File: src/rtl/irqc_pkg.sv
package irqc_pkg;
    localparam int SRC_N  = 5;
    localparam int FLAG_N = 6;

    localparam int IX_EXT0 = 0;
    localparam int IX_TMR0 = 1;
    localparam int IX_EXT1 = 2;
    localparam int IX_TMR1 = 3;
    localparam int IX_SER  = 4;
    localparam int IX_RX   = 5;

    typedef enum logic [1:0] {
        SQ_IDLE  = 2'd0,
        SQ_ISSUE = 2'd1,
        SQ_WAIT  = 2'd2,
        SQ_BUSY  = 2'd3
    } seq_state_e;

    typedef struct packed {
        logic             glb;
        logic [SRC_N-1:0] en;
        logic [SRC_N-1:0] lvl;
    } cfg_t;

    typedef struct packed {
        seq_state_e       st;
        logic [SRC_N-1:0] sel;
    } seq_t;
endpackage

File: src/rtl/irqc_cfg.sv
module irqc_cfg
    import irqc_pkg::*;
#(
    parameter int CFG_W   = 8,
    parameter int GLB_BIT = 7
) (
    input  logic             clk,
    input  logic             rst_n,
    input  logic             mask_we,
    input  logic [CFG_W-1:0] mask_wdata,
    input  logic             level_we,
    input  logic [CFG_W-1:0] level_wdata,
    output cfg_t             cfg
);
    cfg_t cfg_d, cfg_q;

    always_comb begin
        cfg_d = cfg_q;
        if (mask_we) begin
            cfg_d.glb = mask_wdata[GLB_BIT];
            cfg_d.en  = mask_wdata[SRC_N-1:0];
        end
        if (level_we) begin
            cfg_d.lvl = level_wdata[SRC_N-1:0];
        end
    end

    always_ff @(posedge clk) begin
        if (!rst_n) cfg_q <= '0;
        else        cfg_q <= cfg_d;
    end

    assign cfg = cfg_q;

    AST_CFG_HOLD: assert property (@(posedge clk) disable iff (!rst_n)
        (!mask_we && !level_we) |=> $stable(cfg_q));
endmodule

File: src/rtl/irqc_flags.sv
module irqc_flags
    import irqc_pkg::*;
(
    input  logic              clk,
    input  logic              rst_n,
    input  logic [FLAG_N-1:0] evt,
    input  logic [SRC_N-1:0]  ack_clr,
    input  logic              sw_clr_tx,
    input  logic              sw_clr_rx,
    output logic [FLAG_N-1:0] flags,
    output logic [SRC_N-1:0]  src_pend
);
    logic [FLAG_N-1:0] flags_d, flags_q;
    logic [FLAG_N-1:0] clr_vec;

    genvar gi;
    generate
        for (gi = 0; gi < FLAG_N; gi++) begin : g_clr
            if (gi < IX_SER) begin : g_auto
                assign clr_vec[gi] = ack_clr[gi];
            end else if (gi == IX_SER) begin : g_tx
                assign clr_vec[gi] = sw_clr_tx;
            end else begin : g_rx
                assign clr_vec[gi] = sw_clr_rx;
            end
        end
    endgenerate

    always_comb begin
        flags_d = evt | (flags_q & ~clr_vec);
    end

    always_ff @(posedge clk) begin
        if (!rst_n) flags_q <= '0;
        else        flags_q <= flags_d;
    end

    assign flags    = flags_q;
    assign src_pend = {flags_q[IX_SER] | flags_q[IX_RX], flags_q[IX_TMR1:IX_EXT0]};

    AST_SER_TX_KEPT: assert property (@(posedge clk) disable iff (!rst_n)
        (flags_q[IX_SER] && !sw_clr_tx) |=> flags_q[IX_SER]);
    AST_SER_RX_KEPT: assert property (@(posedge clk) disable iff (!rst_n)
        (flags_q[IX_RX] && !sw_clr_rx) |=> flags_q[IX_RX]);
    AST_EVT_SETS: assert property (@(posedge clk) disable iff (!rst_n)
        evt[IX_EXT0] |=> flags_q[IX_EXT0]);
endmodule

File: src/rtl/irqc_arbiter.sv
module irqc_arbiter
    import irqc_pkg::*;
(
    input  logic [SRC_N-1:0] src_pend,
    input  cfg_t             cfg,
    output logic [SRC_N-1:0] grant,
    output logic             any
);
    logic [SRC_N-1:0] req;
    logic [SRC_N-1:0] hi;
    logic [SRC_N-1:0] pick;

    genvar gi;
    generate
        for (gi = 0; gi < SRC_N; gi++) begin : g_req
            assign req[gi] = src_pend[gi] & cfg.en[gi] & cfg.glb;
            assign hi[gi]  = req[gi] & cfg.lvl[gi];
        end
    endgenerate

    always_comb begin
        logic taken;
        pick  = (|hi) ? hi : req;
        grant = '0;
        taken = 1'b0;
        for (int i = 0; i < SRC_N; i++) begin
            if (pick[i] && !taken) begin
                grant[i] = 1'b1;
                taken    = 1'b1;
            end
        end
    end

    assign any = |req;

    always_comb begin
        AST_GRANT_ONEHOT: assert ($onehot0(grant));
    end
endmodule

File: src/rtl/irqc_seq.sv
module irqc_seq
    import irqc_pkg::*;
#(
    parameter int VEC_W      = 16,
    parameter int VEC_BASE   = 3,
    parameter int VEC_STRIDE = 8
) (
    input  logic             clk,
    input  logic             rst_n,
    input  logic             any,
    input  logic [SRC_N-1:0] grant,
    input  logic             cpu_ready,
    input  logic             irq_ack,
    input  logic             reti,
    output logic             irq_req,
    output logic [VEC_W-1:0] irq_vector,
    output logic             busy,
    output logic [SRC_N-1:0] ack_clr
);
    seq_t s_d, s_q;

    always_comb begin
        s_d = s_q;
        unique case (s_q.st)
            SQ_IDLE: begin
                if (any && cpu_ready) begin
                    s_d.st  = SQ_ISSUE;
                    s_d.sel = grant;
                end
            end
            SQ_ISSUE: s_d.st = irq_ack ? SQ_BUSY : SQ_WAIT;
            SQ_WAIT:  if (irq_ack) s_d.st = SQ_BUSY;
            SQ_BUSY: begin
                if (reti) begin
                    s_d.st  = SQ_IDLE;
                    s_d.sel = '0;
                end
            end
            default: s_d.st = SQ_IDLE;
        endcase
    end

    always_ff @(posedge clk) begin
        if (!rst_n) s_q <= '{st: SQ_IDLE, sel: '0};
        else        s_q <= s_d;
    end

    always_comb begin
        irq_vector = '0;
        for (int i = 0; i < SRC_N; i++) begin
            if (s_q.sel[i]) irq_vector = VEC_W'(VEC_BASE + i * VEC_STRIDE);
        end
    end

    assign irq_req = (s_q.st == SQ_ISSUE);
    assign busy    = (s_q.st != SQ_IDLE);
    assign ack_clr = (irq_ack && (s_q.st == SQ_ISSUE || s_q.st == SQ_WAIT)) ? s_q.sel : '0;

    AST_REQ_PULSE: assert property (@(posedge clk) disable iff (!rst_n)
        irq_req |=> !irq_req);
    AST_BLOCK_IN_SERVICE: assert property (@(posedge clk) disable iff (!rst_n)
        (s_q.st == SQ_BUSY && !reti) |=> !irq_req);
    AST_VEC_HOLD: assert property (@(posedge clk) disable iff (!rst_n)
        (busy && !reti) |=> $stable(irq_vector));
    AST_NOT_READY: assert property (@(posedge clk) disable iff (!rst_n)
        (!busy && !cpu_ready) |=> !irq_req);
endmodule

File: src/rtl/irq_vector_ctrl.sv
module irq_vector_ctrl
    import irqc_pkg::*;
#(
    parameter int CFG_W      = 8,
    parameter int GLB_BIT    = 7,
    parameter int VEC_W      = 16,
    parameter int VEC_BASE   = 3,
    parameter int VEC_STRIDE = 8
) (
    input  logic              clk,
    input  logic              rst_n,
    input  logic              ext0_evt,
    input  logic              tmr0_evt,
    input  logic              ext1_evt,
    input  logic              tmr1_evt,
    input  logic              tx_evt,
    input  logic              rx_evt,
    input  logic              mask_we,
    input  logic [CFG_W-1:0]  mask_wdata,
    input  logic              level_we,
    input  logic [CFG_W-1:0]  level_wdata,
    input  logic              sw_clr_tx,
    input  logic              sw_clr_rx,
    input  logic              cpu_ready,
    input  logic              irq_ack,
    input  logic              reti,
    output logic              irq_req,
    output logic [VEC_W-1:0]  irq_vector,
    output logic              busy,
    output logic [FLAG_N-1:0] pend
);
    cfg_t              cfg;
    logic [FLAG_N-1:0] evt;
    logic [SRC_N-1:0]  src_pend;
    logic [SRC_N-1:0]  grant;
    logic              any;
    logic [SRC_N-1:0]  ack_clr;

    assign evt = {rx_evt, tx_evt, tmr1_evt, ext1_evt, tmr0_evt, ext0_evt};

    irqc_cfg #(.CFG_W(CFG_W), .GLB_BIT(GLB_BIT)) u_cfg (
        .clk        (clk),
        .rst_n      (rst_n),
        .mask_we    (mask_we),
        .mask_wdata (mask_wdata),
        .level_we   (level_we),
        .level_wdata(level_wdata),
        .cfg        (cfg)
    );

    irqc_flags u_flags (
        .clk      (clk),
        .rst_n    (rst_n),
        .evt      (evt),
        .ack_clr  (ack_clr),
        .sw_clr_tx(sw_clr_tx),
        .sw_clr_rx(sw_clr_rx),
        .flags    (pend),
        .src_pend (src_pend)
    );

    irqc_arbiter u_arb (
        .src_pend(src_pend),
        .cfg     (cfg),
        .grant   (grant),
        .any     (any)
    );

    irqc_seq #(.VEC_W(VEC_W), .VEC_BASE(VEC_BASE), .VEC_STRIDE(VEC_STRIDE)) u_seq (
        .clk       (clk),
        .rst_n     (rst_n),
        .any       (any),
        .grant     (grant),
        .cpu_ready (cpu_ready),
        .irq_ack   (irq_ack),
        .reti      (reti),
        .irq_req   (irq_req),
        .irq_vector(irq_vector),
        .busy      (busy),
        .ack_clr   (ack_clr)
    );

    AST_MASTER_OFF: assert property (@(posedge clk) disable iff (!rst_n)
        (!cfg.glb && !busy) |=> !irq_req);
    AST_ACK_CLEARS: assert property (@(posedge clk) disable iff (!rst_n)
        (ack_clr[IX_TMR0] && !tmr0_evt) |=> !pend[IX_TMR0]);
endmodule

File: config.mk
export PLATFORM = sky130hd
export DESIGN_NAME = irq_vector_ctrl
export DESIGN_NICKNAME = d
export VERILOG_FILES = /design/src/rtl/irqc_pkg.sv /design/src/rtl/irqc_cfg.sv /design/src/rtl/irqc_flags.sv /design/src/rtl/irqc_arbiter.sv /design/src/rtl/irqc_seq.sv /design/src/rtl/irq_vector_ctrl.sv
export SDC_FILE = /design/constraint.sdc
export NUM_CORES = 1
export LEC_CHECK = 0
export BUFFER_PORTS_ARGS = -buffer_cell sky130_fd_sc_hd__buf_4
export CAP_MARGIN = 0
export CORE_UTILIZATION = 44
export DETAILED_ROUTE_END_ITERATION = 16
export PLACE_DENSITY = 0.75
export SYNTH_ARGS = -nofsm -noshare
export SYNTH_HDL_FRONTEND = slang
export SYNTH_HIERARCHICAL = 1
export SYNTH_SLANG_ARGS = --single-unit
File: constraint.sdc
create_clock -name clk -period 1.4 [get_ports clk]
set_input_delay 0 -clock clk [delete_from_list [all_inputs] [get_ports clk]]
set_output_delay 0 -clock clk [all_outputs]
set_load 0.1 [all_outputs]
==> results.md <==
- Failing checks: hold timing, setup timing
- Commonest cells after routing, fill and taps aside: buf_4, dlygate4sd3_1, nor2b_1
- Io pins: 55
- Worst Path Max Fanout: 5
- Number of vias per cell: 5.081
- DR pass1 iterations: 4
- Min cycle time layout: 1.649 ns
- Ant diodes: 0
- Die area: 0.003682 sq mm
- Clk pin slew, worst setup/hold paths: 0.14 ns
- Core Region: 0.003153 sq mm
- Nets: 263
- HP Class: in -> reg
- Cells after synthesis: 160
- Clock sink count: 24
- DRT iter0 DRCs: 42
- Outcome: complete, but fails checks
- Mapped Avg Cell Area: 9.470 sq um
- CP endpoint kind: register
- Switching share of power: 41.81%
- Final Hold Viols: 1
- Critical path required time: 1.65 ns
- Fillcell total: 217
- GRT Overall Usage: 23.81%
- DRC: 0
- Detail Placement HPWL: 2685 um
- Critical Path AT: 1.90 ns
- Root buf cell: clkbuf_4
- RSZ-0062 raised after global routing: yes
- DR WL/cell: 14.76 um
- Die W: 60.68 um
- Number of H-tree levels: 1
- Post-detailed-routing wire length: 3986 um
- Period utilization: 117.8%
- Hold Worst Slack: -0.004072 ns
- Clock latency on the worst-skew pair: 0.33 ns
- Share of cells above drive strength 1: 41.15%
- Worst reg2reg startpoint: u_cfg/cfg[10]
- Starting Density: 48.06%
- Commonest non-fill, non-tap cell in the layout: buf_4
- Clk_skew: 0.009799 ns
- Max Slew Vio Count: 0
- Routed vias: 1372
- Register area: 509.2 sq um
- Die height: 60.68 um
- Comb pwr share: 52.7%
- Fin worst setup slack: -0.2491 ns
- # rows: 20
- Pin count of the biggest net entering global routing: 29
- Final GP Congestion: 0.8785
- I/O Buffers: 38
- Hold Path Origin: level_wdata[4]
- Multi-input logic area: 979.7 sq um
- DRT antenna net count: 0
- Post-Syn Area: 0.001515 sq mm
- Initial antenna violation count: 0
- CTS tree: done
- Final setup viols: 8
- Fmax: 0.6064 GHz
- Ys Warns: 6
- Leakage: 0.001023 uW
- Total CTS buffers: 3
- Aggregate global routing overflow: 0
- Seq pwr share: 28.8%
- First-pass GRT wire length: 6354 um
- Vias in the first global route: 1395
- Max Cap Viol: 0
- Crit Path Class: reg -> reg
- Nature of the critical path startpoint: register
- Internal Pwr Total: 1612 uW
- Final core area utilization: 71.98%
- Max Root-Sink Buffers: 2
- Sw power: 1158 uW
- Critical Path Start: u_cfg/cfg[10]
- VDD IR-drop max: 1.544 mV
- Part of the power in the clock network: 18.5%
- Power Density: 1220 mW/mm^2
- Syn-to-layout area delta: 49.79%
## layer usage
layer	wire length, um	track usage [%]	part of all wire [%]	up-vias
met1	1639	27.52	41	659
met5	0	0	0	-
met4	51	9.740	1.3	0
met2	2152	44.27	54	41
li1	-	-	-	667
met3	143	2.772	3.6	5
## power groups by stage
stage	registers [uW]	logic (uW)	clock network, uW
floorplan	880	905	0
global placement	800	1250	0
detailed placement	801	1270	0
CTS	796	1420	512
global route	807	1530	547
finish	798	1460	513
## path summary, 6_finish.rpt
check | endpoint | slack (ns) | cells after the start
max reg2reg | u_seq/s_q[0] | -0.25 | 8
min | u_cfg/cfg[4] | -0.004 | 3
max | u_seq/s_q[0] | -0.25 | 8
min reg2reg | u_seq/s_q[6] | 0.52 | 2
## worst max-delay path: stages (launching register included)
cell,delay (ns)
dfxtp_4,0.38
bufbuf_16,0.26
nand3_1,0.08
and3_1,0.17
nand3_2,0.11
a21boi_4,0.21
nor3_4,0.05
buf_6,0.13
mux2i_1,0.17
## stage by stage
step	TNS (ns)	power (uW)	instances	setup slack [ns]	cell area, sq um
6_report	-1.653	2770	270	-0.2491	2270
5_1_grt	-2.593	2889	270	-0.4100	2270
4_1_cts	-1.551	2724	269	-0.2674	2250
3_5_place_dp	-1.341	2076	247	-0.2395	1914
3_3_place_gp	-0.9911	2052	247	-0.1682	1914
2_1_floorplan	-1.383	1785	170	-0.2317	1610
## registers in the layout, summed over array words and instances (netlist names)
signal / flops
u_seq/s_q: 7
u_cfg/cfg: 11
u_flags/flags: 6
## layout make-up
cell class	instances	area share, %
clock buffer	3	0.9923
clock inverter	1	1.323
inverter	5	0.8269
multi-input combinational	119	43.16
sequential	24	22.44
tap	44	2.426
timing repair buffer	74	28.83
## what timing repair did
item,4_1_cts,5_1_grt
buffers inserted,0,1
pin swaps,5,1
resized for setup,16,3
endpoints found under the setup margin,8,9
hold buffers,18,1
cloned,1,0
hold endpoints to repair,16,1
Power figures use the tool's default switching activity.
